**src/rtl/vcfg_pkg.sv**
```systemverilog
package vcfg_pkg;
  localparam int unsigned SEW_W = 11;

  typedef struct packed {
    logic             ill;
    logic             ta;
    logic             ma;
    logic [2:0]       lmul;
    logic [SEW_W-1:0] sew;
  } vfields_t;
endpackage

```
**src/rtl/vtype_decode.sv**
```systemverilog
module vtype_decode import vcfg_pkg::*; #(
  parameter int unsigned XLEN = 32,
  parameter int unsigned VLEN = 128,
  parameter int unsigned ELEN = 64,
  localparam int unsigned VLW = $clog2(VLEN) + 1
) (
  input  logic [XLEN-1:0] vtype_i,
  output vfields_t        fields_o,
  output logic [VLW-1:0]  vlmax_o
);
  localparam int VLEN_LOG = $clog2(VLEN);
  localparam int ELEN_LOG = $clog2(ELEN);

  int  sew_log, lm, frac, e;
  logic bad;

  always_comb begin
    lm      = int'($signed(vtype_i[2:0]));
    sew_log = int'(vtype_i[5:3]) + 3;
    frac    = (lm < 0) ? -lm : 0;
    bad     = (vtype_i[2:0] == 3'b100) || (sew_log > ELEN_LOG - frac) || (|vtype_i[XLEN-1:8]);
    e       = VLEN_LOG - sew_log + lm;
    fields_o = '0;
    vlmax_o  = '0;
    if (bad) begin
      fields_o.ill = 1'b1;
    end else begin
      fields_o.sew  = SEW_W'(1) << sew_log;
      fields_o.lmul = vtype_i[2:0];
      fields_o.ta   = vtype_i[6];
      fields_o.ma   = vtype_i[7];
      if (e >= 0) vlmax_o = VLW'(1) << e;
    end
  end
endmodule

```
**src/rtl/vl_select.sv**
```systemverilog
module vl_select #(
  parameter int unsigned XLEN = 32,
  parameter int unsigned VLW  = 8
) (
  input  logic [VLW-1:0]  vlmax_i,
  input  logic [VLW-1:0]  old_vl_i,
  input  logic [XLEN-1:0] avl_i,
  input  logic            rd_zero_i,
  input  logic            rs1_zero_i,
  output logic [VLW-1:0]  vl_o
);
  always_comb begin
    if (vlmax_i == '0)
      vl_o = '0;
    else if (rd_zero_i && rs1_zero_i)
      vl_o = (old_vl_i > vlmax_i) ? vlmax_i : old_vl_i;
    else if (rs1_zero_i)
      vl_o = vlmax_i;
    else
      vl_o = (avl_i > XLEN'(vlmax_i)) ? vlmax_i : avl_i[VLW-1:0];
  end
endmodule

```
**src/rtl/vcfg_unit.sv**
```systemverilog
module vcfg_unit import vcfg_pkg::*; #(
  parameter int unsigned XLEN = 32,
  parameter int unsigned VLEN = 128,
  parameter int unsigned ELEN = 64,
  localparam int unsigned VLW = $clog2(VLEN) + 1,
  localparam int unsigned VSW = $clog2(VLEN)
) (
  input  logic             clk_i,
  input  logic             rst_ni,
  input  logic             cfg_req_i,
  input  logic             rd_zero_i,
  input  logic             rs1_zero_i,
  input  logic [XLEN-1:0]  avl_i,
  input  logic [XLEN-1:0]  vtype_i,
  input  logic             vstart_we_i,
  input  logic [VSW-1:0]   vstart_i,
  output logic [VLW-1:0]   vl_o,
  output logic [VLW-1:0]   vlmax_o,
  output logic [XLEN-1:0]  vtype_o,
  output logic [SEW_W-1:0] sew_bits_o,
  output logic [2:0]       lmul_o,
  output logic             ta_o,
  output logic             ma_o,
  output logic             ill_o,
  output logic [VSW-1:0]   vstart_o,
  output logic             done_o
);
  localparam logic [XLEN-1:0] ILL_TYPE = {1'b1, {(XLEN-1){1'b0}}};
  localparam vfields_t        ILL_FIELDS = '{ill: 1'b1, default: '0};

  initial begin
    assert ((VLEN & (VLEN - 1)) == 0 && (ELEN & (ELEN - 1)) == 0)
      else $error("VLEN and ELEN must be powers of two");
    assert (VLEN >= ELEN && VLEN <= 4096 && ELEN >= 8)
      else $error("need 8 <= ELEN <= VLEN <= 4096");
  end

  logic [XLEN-1:0] vtype_q;
  vfields_t        f_q, dec_f;
  logic [VLW-1:0]  vlmax_q, dec_vlmax, eff_vlmax, vl_q, vl_d;
  logic [VSW-1:0]  vstart_q;
  logic            done_q, type_chg;

  vtype_decode #(.XLEN(XLEN), .VLEN(VLEN), .ELEN(ELEN)) u_dec (
    .vtype_i (vtype_i),
    .fields_o(dec_f),
    .vlmax_o (dec_vlmax)
  );

  // decode only matters when the word changes; otherwise reuse stored max
  assign type_chg  = (vtype_i != vtype_q);
  assign eff_vlmax = type_chg ? dec_vlmax : vlmax_q;

  vl_select #(.XLEN(XLEN), .VLW(VLW)) u_sel (
    .vlmax_i   (eff_vlmax),
    .old_vl_i  (vl_q),
    .avl_i     (avl_i),
    .rd_zero_i (rd_zero_i),
    .rs1_zero_i(rs1_zero_i),
    .vl_o      (vl_d)
  );

  always_ff @(posedge clk_i or negedge rst_ni) begin
    if (!rst_ni) begin
      vtype_q  <= ILL_TYPE;
      f_q      <= ILL_FIELDS;
      vlmax_q  <= '0;
      vl_q     <= '0;
      vstart_q <= '0;
      done_q   <= 1'b0;
    end else begin
      done_q <= cfg_req_i;
      if (cfg_req_i) begin
        if (type_chg) begin
          vtype_q <= dec_f.ill ? ILL_TYPE : vtype_i;
          f_q     <= dec_f;
          vlmax_q <= dec_vlmax;
        end
        vl_q     <= vl_d;
        vstart_q <= '0;
      end else if (vstart_we_i) begin
        vstart_q <= vstart_i;
      end
    end
  end

  assign vl_o       = vl_q;
  assign vlmax_o    = vlmax_q;
  assign vtype_o    = vtype_q;
  assign sew_bits_o = f_q.sew;
  assign lmul_o     = f_q.lmul;
  assign ta_o       = f_q.ta;
  assign ma_o       = f_q.ma;
  assign ill_o      = f_q.ill;
  assign vstart_o   = vstart_q;
  assign done_o     = done_q;

  p_vl_le_max_r7: assert property (@(posedge clk_i) disable iff (!rst_ni)
    vl_o <= vlmax_o);
  p_ill_zero_r4: assert property (@(posedge clk_i) disable iff (!rst_ni)
    ill_o |-> (vl_o == '0 && vlmax_o == '0 && vtype_o == ILL_TYPE));
  p_vstart_clr_r8: assert property (@(posedge clk_i) disable iff (!rst_ni)
    cfg_req_i |=> (vstart_o == '0));
  p_done_r10: assert property (@(posedge clk_i) disable iff (!rst_ni)
    cfg_req_i |=> done_o);
  p_hold_r10: assert property (@(posedge clk_i) disable iff (!rst_ni)
    !cfg_req_i |=> (!done_o && $stable(vl_o) && $stable(vtype_o)));
  p_src_zero_r6: assert property (@(posedge clk_i) disable iff (!rst_ni)
    (cfg_req_i && rs1_zero_i && !rd_zero_i) |=> (vl_o == vlmax_o));
  p_keep_r5: assert property (@(posedge clk_i) disable iff (!rst_ni)
    (cfg_req_i && rs1_zero_i && rd_zero_i) |=> (vl_o <= $past(vl_o)));
endmodule

```
**config.mk**
```make
export PLATFORM = sky130hd
export DESIGN_NAME = vcfg_unit
export DESIGN_NICKNAME = d
export VERILOG_FILES = /design/src/rtl/vcfg_pkg.sv /design/src/rtl/vtype_decode.sv /design/src/rtl/vl_select.sv /design/src/rtl/vcfg_unit.sv
export SDC_FILE = /design/constraint.sdc
export NUM_CORES = 1
export LEC_CHECK = 0
export BUFFER_PORTS_ARGS = -buffer_cell sky130_fd_sc_hd__buf_2
export CORE_MARGIN = 1
export CORE_UTILIZATION = 52
export CTS_BUF_LIST = sky130_fd_sc_hd__clkbuf_2 sky130_fd_sc_hd__clkbuf_4 sky130_fd_sc_hd__clkbuf_8
export DETAILED_ROUTE_END_ITERATION = 16
export PLACE_DENSITY_LB_ADDON = 0.25
export SYNTH_ARGS = -nofsm -noshare
export SYNTH_HDL_FRONTEND = slang
export SYNTH_SLANG_ARGS = --single-unit
```
**constraint.sdc**
```tcl
create_clock -name clk_i -period 4.61 [get_ports clk_i]
set_input_delay 0.2305 -clock clk_i [delete_from_list [all_inputs] [get_ports clk_i]]
set_output_delay 0.2305 -clock clk_i [all_outputs]
set_load 0.01 [all_outputs]
```
==> results of run 1 <==
flip-flops by register name, summed over array words and instances (netlist names):
register / flops
done_o: 1
ill_o: 1
sew_bits_o: 11
vl_o: 8
vlmax_o: 8
vstart_o: 7
vtype_o: 32
final cells by class:
cell class              count  area (um2)
inverters                  26       97.59
fillers                   649        2411
repair buffers            171       910.9
clock inverters             6       48.80
clock buffers              10       137.6
well taps                 102       127.6
multi-input cells         309        2370
flip-flops and latches     68        1704
routing by layer:
metal | vias up | routed length [um]
li1 | 1851 | -
met1 | 1864 | 4976
met2 | 138 | 5437
met3 | 18 | 547
met4 | 0 | 202
met5 | - | 0
through the flow:
stage	worst slack (ns)	instance area [um2]	utilization (%)
final	0.2401	5396	69.12
after global routing	0.001651	5396	69.12
after CTS	0.2629	5396	69.12
after detailed placement	-0.07434	5210	66.73
after global placement	0.05836	5210	66.73
after floorplan	0.04325	4295	-
cells by family after synthesis:
| logic type | count (synthesis) | share of synthesized area [%] |
|---|---|---|
| AOI/OAI and AO/OA | 81 | 15.36 |
| xor gates and xnor gates | 35 | 7.223 |
| adders and majority gates | 38 | 11.56 |
| buffers and inverters | 49 | 5.218 |
| DFF | 68 | 40.15 |
| muxes | 7 | 1.651 |
| and+or+nand+nor | 148 | 18.84 |
critical path: stages:
cell and delay (ns):
buf_2 0.11, inv_1 0.08, ha_2 0.23, xnor2_4 0.13
inv_2 0.05, ha_2 0.27, ha_1 0.30, a21o_1 0.20
a21o_1 0.18, ha_1 0.17, and3b_1 0.16, a221oi_1 0.38
buf_4 0.19, nor4_1 0.05, buf_4 0.15, a21boi_0 0.29
buf_4 0.17, ha_1 0.22, o21ai_0 0.16, a21oi_1 0.07
nor2_1 0.13, o21ai_2 0.09, buf_4 0.17, o311a_1 0.12
o32ai_1 0.29
synthesized netlist by cell type (all sizes together), types with 8 or more instances:
cell   instances  area [um2]
a21oi          8       40.04
nor4          16       131.4
o311a          8       80.08
inv           26       97.59
o21ai         15       75.07
ha            36       450.4
buf           16       97.59
dfrtp         66        1652
nand2         32       120.1
nand3         10       50.05
a32o           8       80.08
and2          26       162.7
o32ai          8       77.58
xnor2         34       297.8
nand4         15       93.84
o31ai         14       110.1
nor2          28       105.1
power groups by stage:
stage | Clock, mW | Sequential (mW) | Combinational [mW]
2_1_floorplan | 0 | 0.616 | 0.114
5_1_grt | 0.491 | 0.602 | 0.245
3_3_place_gp | 0 | 0.613 | 0.210
4_1_cts | 0.471 | 0.602 | 0.221
6_report | 0.459 | 0.602 | 0.221
3_5_place_dp | 0 | 0.613 | 0.219
final timing paths:
| path | startpoint | to | slack, ns | cells past startpoint |
|---|---|---|---|---|
| worst min register to register | ill_o$_DFFE_PN1P_ | ill_o$_DFFE_PN1P_ | 0.47 | 2 |
| worst max register to register | vtype_o[31]$_DFFE_PN1P_ | vl_o[3]$_DFFE_PN0P_ | 0.93 | 14 |
| max in group asynchronous | rst_ni | vlmax_o[7]$_DFFE_PN0P_ | 3.99 | 2 |
| min in group clk_i | cfg_req_i | done_o$_DFF_PN0_ | 0.13 | 1 |
| worst min-delay path | rst_ni | vtype_o[11]$_DFFE_PN0P_ | 0.07 | 2 |
| worst max-delay path | vtype_i[4] | vl_o[3]$_DFFE_PN0P_ | 0.24 | 25 |
==> summary.txt, run 1 <==
Clock tree
  • # H-tree levels: 3
  • Worst-path clk slew: 0.08 ns
  • Clock Latency Late Sink: 0.34 ns
  • Cts hold-fix bufs: 0
  • Clock buffer depth: 2
  • CTS tree: done
  • Setup Fix Bufs, Post-CTS: 0
  • Clk sink count: 68
  • Number of buffers created by CTS: 9
  • Clock root buffer: clkbuf_8
  • Cts repair resizes: 0

STA
  • Max Freq: 228.8 MHz
  • Number of setup violations in the final report: 0
  • RSZ-0062 raised after global routing: no
  • Final worst path period share: 94.79%
  • Endpoints failing hold: 0
  • Worst-Margin Slew: 0.9266 ns
  • Final Hold Slack: between 0.07 and 0.08 ns
  • Final Critical Period: 4.370 ns
  • Setup TNS: 0 ns
  • Worst clock skew: 0.008613 ns
  • Final Slew Violations: 0
  • Slew Limit Headroom: 37.75%

Drt
  • # DRC: 0
  • Post-DRT Antenna Nets: 0
  • WL/cell: 16.13 um
  • Iteration-0 DRC count of the detailed router: 218
  • Drt first pass iters: 5
  • Vias: 3,871
  • Vias/cell: 5.594
  • Drt total wl: 11,160 um

Synth
  • Primary FF master, synth: dfrtp_1
  • Net Count, Synth: 541
  • Avg Inst Size Synth: 9.963 um2
  • Async SR Flop Fraction: 100.0%
  • Synth warn: 0
  • Register bit total from synthesis: 68
  • Mapped cell area: between 4000 and 5000 um2
  • Number of enable flip-flop cells after synthesis: 0
  • Synth cell types: 54
  • Post-Syn Instances: 426
  • Seq/Total Area, Yosys: 40.15%

Placed design
  • DP HPWL: 8646 um
  • Placer Congestion: ~0.86
  • Cells after DPL: 676
  • Port Buffers: 149

Setup path
  • Critical Path AT: 4.61 ns
  • Req. time, crit path: 4.85 ns
  • CP Launch Type: primary input
  • CP endpoint kind: register
  • Worst Path Max Fanout: 8
  • Crit Path Class: in -> reg

Power and ir drop
  • Logic pwr share: 17.2%
  • Pint: 0.9086 mW
  • P per Cell Area: roughly 240 nW/um2
  • P_sw: 0.3731 mW
  • Clock power share: 35.8%
  • Sequential share of power: 46.9%
  • Maximum vdd drop: 0.1489 mV
  • Final Power: 1.282 mW
  • Leak pwr: 2.702 nW
  • Net Sw Frac: 29.11%

Finish
  • Most frequent cells in the layout: buf_2 (149), dfrtp_1 (66), xnor2_1 (33), ha_1 (33), nand2_1 (32)
  • Share of cells above drive strength 1: 35.76%
  • Antenna diode count: 0
  • Non-filler cells, final: 692
  • Area Growth Syn to Fin: 27.15%
  • Layout Nets: 700
  • Most common cell after layout, fill and taps aside: buf_2

Hold path
  • Tightest Hold Check Type: in -> async

Global route
  • Initial antenna violation count: 0
  • Number of global-route vias before repair: between 3k and 4k
  • GRT Total Usage: 26.88%
  • First-pass GRT wire length: 18,080 um
  • M1 GR Usage: 35.46%
  • GR Layer Usage met3: 3.777%
  • GR peak layer: met2
  • Largest net degree at the start of global routing: 69
  • Total grt overflow: 0
  • GR Util met2: 44.88%

Run
  • Max_cap viols: 0

Floorplan
  • I/O pins: 150
  • Die footprint: 8527 um2
  • Die span in y: 92.34 um
  • Rows: 32
  • Initial core utilization: 54.36%
  • Die X: 92.34 um
  • Core area: 7807 um2

Status
  • Status: finished, final reports clean
(Power assumes the default switching activity.)
==> run 2, diff against run 1 <==
--- a/config.mk
+++ b/config.mk
@@ -6,11 +6,12 @@
 export NUM_CORES = 1
 export LEC_CHECK = 0
 export BUFFER_PORTS_ARGS = -buffer_cell sky130_fd_sc_hd__buf_2
-export CORE_MARGIN = 1
+export CORE_MARGIN = 8
 export CORE_UTILIZATION = 52
 export CTS_BUF_LIST = sky130_fd_sc_hd__clkbuf_2 sky130_fd_sc_hd__clkbuf_4 sky130_fd_sc_hd__clkbuf_8
 export DETAILED_ROUTE_END_ITERATION = 16
-export PLACE_DENSITY_LB_ADDON = 0.25
+export MAX_ROUTING_LAYER = met4
+export PLACE_DENSITY = 0.83
 export SYNTH_ARGS = -nofsm -noshare
 export SYNTH_HDL_FRONTEND = slang
 export SYNTH_SLANG_ARGS = --single-unit
==> run 2 against run 1 <==
Effect of this change: clock power increased by 14%; global-route usage decreased by 4.2 points; critical path type unchanged; critical endpoint unchanged; die area increased by 33%; first-iteration DRC count increased by 52%; largest power group unchanged; via count increased by 2.9%; clock skew increased by 0.0016 ns; fmax decreased by 0.74%; total power increased by 5.0%; sequential power about the same.
==> summary.txt, run 2 (same netlist as run 1, synthesis figures left out) <==
STA
  • RSZ-0062 raised after global routing: no
  • Final worst path period share: 95.50%
  • Number of setup violations in the final report: 0
  • Worst clock skew: 0.01022 ns
  • Final setup margin: 0.2076 ns
  • Max Freq: 227.1 MHz
  • Final Slew Violations: 0
  • Slew Limit Headroom: 41.27%
  • Final Critical Period: 4.402 ns
  • Worst-Margin Slew: around 0.87 ns
  • Endpoints failing hold: 0

Drt
  • DRT met1 WL: 4874 um
  • Wire length on met3: 930 um
  • Routed wl met2: 6548 um
  • WL/cell: 18.39 um
  • Drt first pass iters: 5
  • Iteration-0 DRC count of the detailed router: approximately 330
  • Drt total wl: 12,720 um
  • # DRC: 0
  • Vias/cell: 5.757
  • Vias: 3,984
  • Post-DRT Antenna Nets: 0
  • Highest routed metal layer: met4

Clock tree
  • Worst-path clk slew: 0.08 ns
  • Clock root buffer: clkbuf_8
  • Setup Fix Bufs, Post-CTS: 0
  • Cts hold-fix bufs: 0
  • Clock Latency Late Sink: between 0.3 and 0.4 ns
  • CTS tree: done
  • # H-tree levels: 3
  • Cts repair resizes: 0
  • Number of buffers created by CTS: 9
  • Clock buffer depth: 2
  • Clk sink count: 68

Finish
  • Layout Nets: 696
  • Max reg flops: 32
  • Share of cells above drive strength 1: 35.32%
  • Area Growth Syn to Fin: 27.42%
  • Most frequent cells in the layout: buf_2 (149), dfrtp_1 (66), xnor2_1 (33), ha_1 (33), nand2_1 (32)
  • Most common cell after layout, fill and taps aside: buf_2
  • Core Util, Final: 67.16%
  • Post-route cell area: around 5400 um2
  • Non-filler cells, final: 692

Global route
  • Initial antenna violation count: 0
  • Number of global-route vias before repair: 4,042
  • GRT Total Usage: 22.67%
  • Largest net degree at the start of global routing: 69
  • Total grt overflow: 0
  • First-pass GRT wire length: 20,220 um

Power and ir drop
  • Final Power: between 1 and 1.5 mW
  • Maximum vdd drop: between 0.15 and 0.2 mV
  • Leak pwr: 2.717 nW
  • P per Cell Area: between 200 and 250 nW/um2

Hold path
  • Tightest Hold Check Type: in -> async

Setup path
  • Req. time, crit path: 4.85 ns
  • Worst Path Max Fanout: 11
  • Crit Path Class: in -> reg
  • Worst r2r src: vtype_o[6]$_DFFE_PN0P_
  • CP endpoint kind: register
  • CP Launch Type: primary input
  • Worst setup startpoint: vtype_i[3]
  • Critical Path AT: 4.65 ns

Placed design
  • Port Buffers: 149
  • Pre-CTS setup slack: -0.09372 ns
  • Placed cell areas: a little over 5000 um2
  • Cells after DPL: 675
  • DP HPWL: 9683 um
  • Placer Congestion: 0.9141

Run
  • Max_cap viols: 0

Floorplan
  • Die X: 106.3 um
  • I/O pins: 150
  • Die footprint: 11,310 um2
  • Core area: 8051 um2
  • Initial core utilization: between 50% and 60%
  • Rows: 33
  • Die span in y: approximately 110 um

Status
  • Status: finished, final reports clean
[run 2: changes by cell type in the layout (fill, tap and decap cells not counted), sizes merged]
| cell | previous run | this run |
|---|---|---|
| diode | 0 | 1 |
| clkinv | 2 | 1 |
| clkinvlp | 3 | 0 |
| buf | 171 | 167 |
| bufinv | 0 | 1 |
| clkbuf | 10 | 14 |
| inv | 27 | 26 |
[run 2: worst paths after layout]
path | endpoint | slack (ns) | cells past startpoint
setup / recovery | vl_o[3]$_DFFE_PN0P_ | 0.21 | 20
hold / removal | vtype_o[9]$_DFFE_PN0P_ | 0.07 | 2
setup reg to reg | vl_o[3]$_DFFE_PN0P_ | 0.59 | 15
hold reg to reg | ill_o$_DFFE_PN1P_ | 0.47 | 2
max in group asynchronous | vl_o[2]$_DFFE_PN0P_ | 3.99 | 2
min in group clk_i | done_o$_DFF_PN0_ | 0.12 | 1
[run 2: area by class of cell]
cell class                 count  area (um2)
inverter                      26       97.59
timing repair buffer         167       893.4
multi-input combinational    309        2370
clock inverter                 2       35.03
fill                         618        2644
clock buffer                  14       173.9
tap                          105       131.4
sequential                    68        1704
antenna                        1       2.502
[run 2: layer usage]
layer	track usage, %	vias up
met5	-	-
met1	25.50	1900
met4	10.85	0
li1	-	1850
met2	37.67	200
met3	4.900	34
[run 2: critical path, stage by stage]
cell      delay, ns
buf_2          0.09
inv_1          0.05
buf_4          0.14
ha_1           0.31
ha_1           0.31
ha_1           0.19
inv_1          0.06
fa_1           0.41
nor3b_1        0.25
a21oi_1        0.11
or2_4          0.26
or3_4          0.41
o31a_2         0.33
ha_1           0.32
nor2b_1        0.17
o21a_1         0.12
o21ai_0        0.07
a211o_1        0.29
o21bai_4       0.23
o32ai_1        0.29
[run 2: per-stage QoR]
step,hold WS (ns),TNS [ns]
4_1_cts,0.09314,0
5_1_grt,0.1123,0
3_3_place_gp,0.4560,0
3_5_place_dp,0.4665,-0.3901
6_report,0.06680,0
2_1_floorplan,-0.06509,0
[run 2: power by group]
part	switching, mW	total, mW	leakage (nW)	internal (mW)
Clock	0.227	0.524	0.111	0.297
Sequential	0.00170	0.602	0.936	0.600
Combinational	0.126	0.220	1.67	0.0942
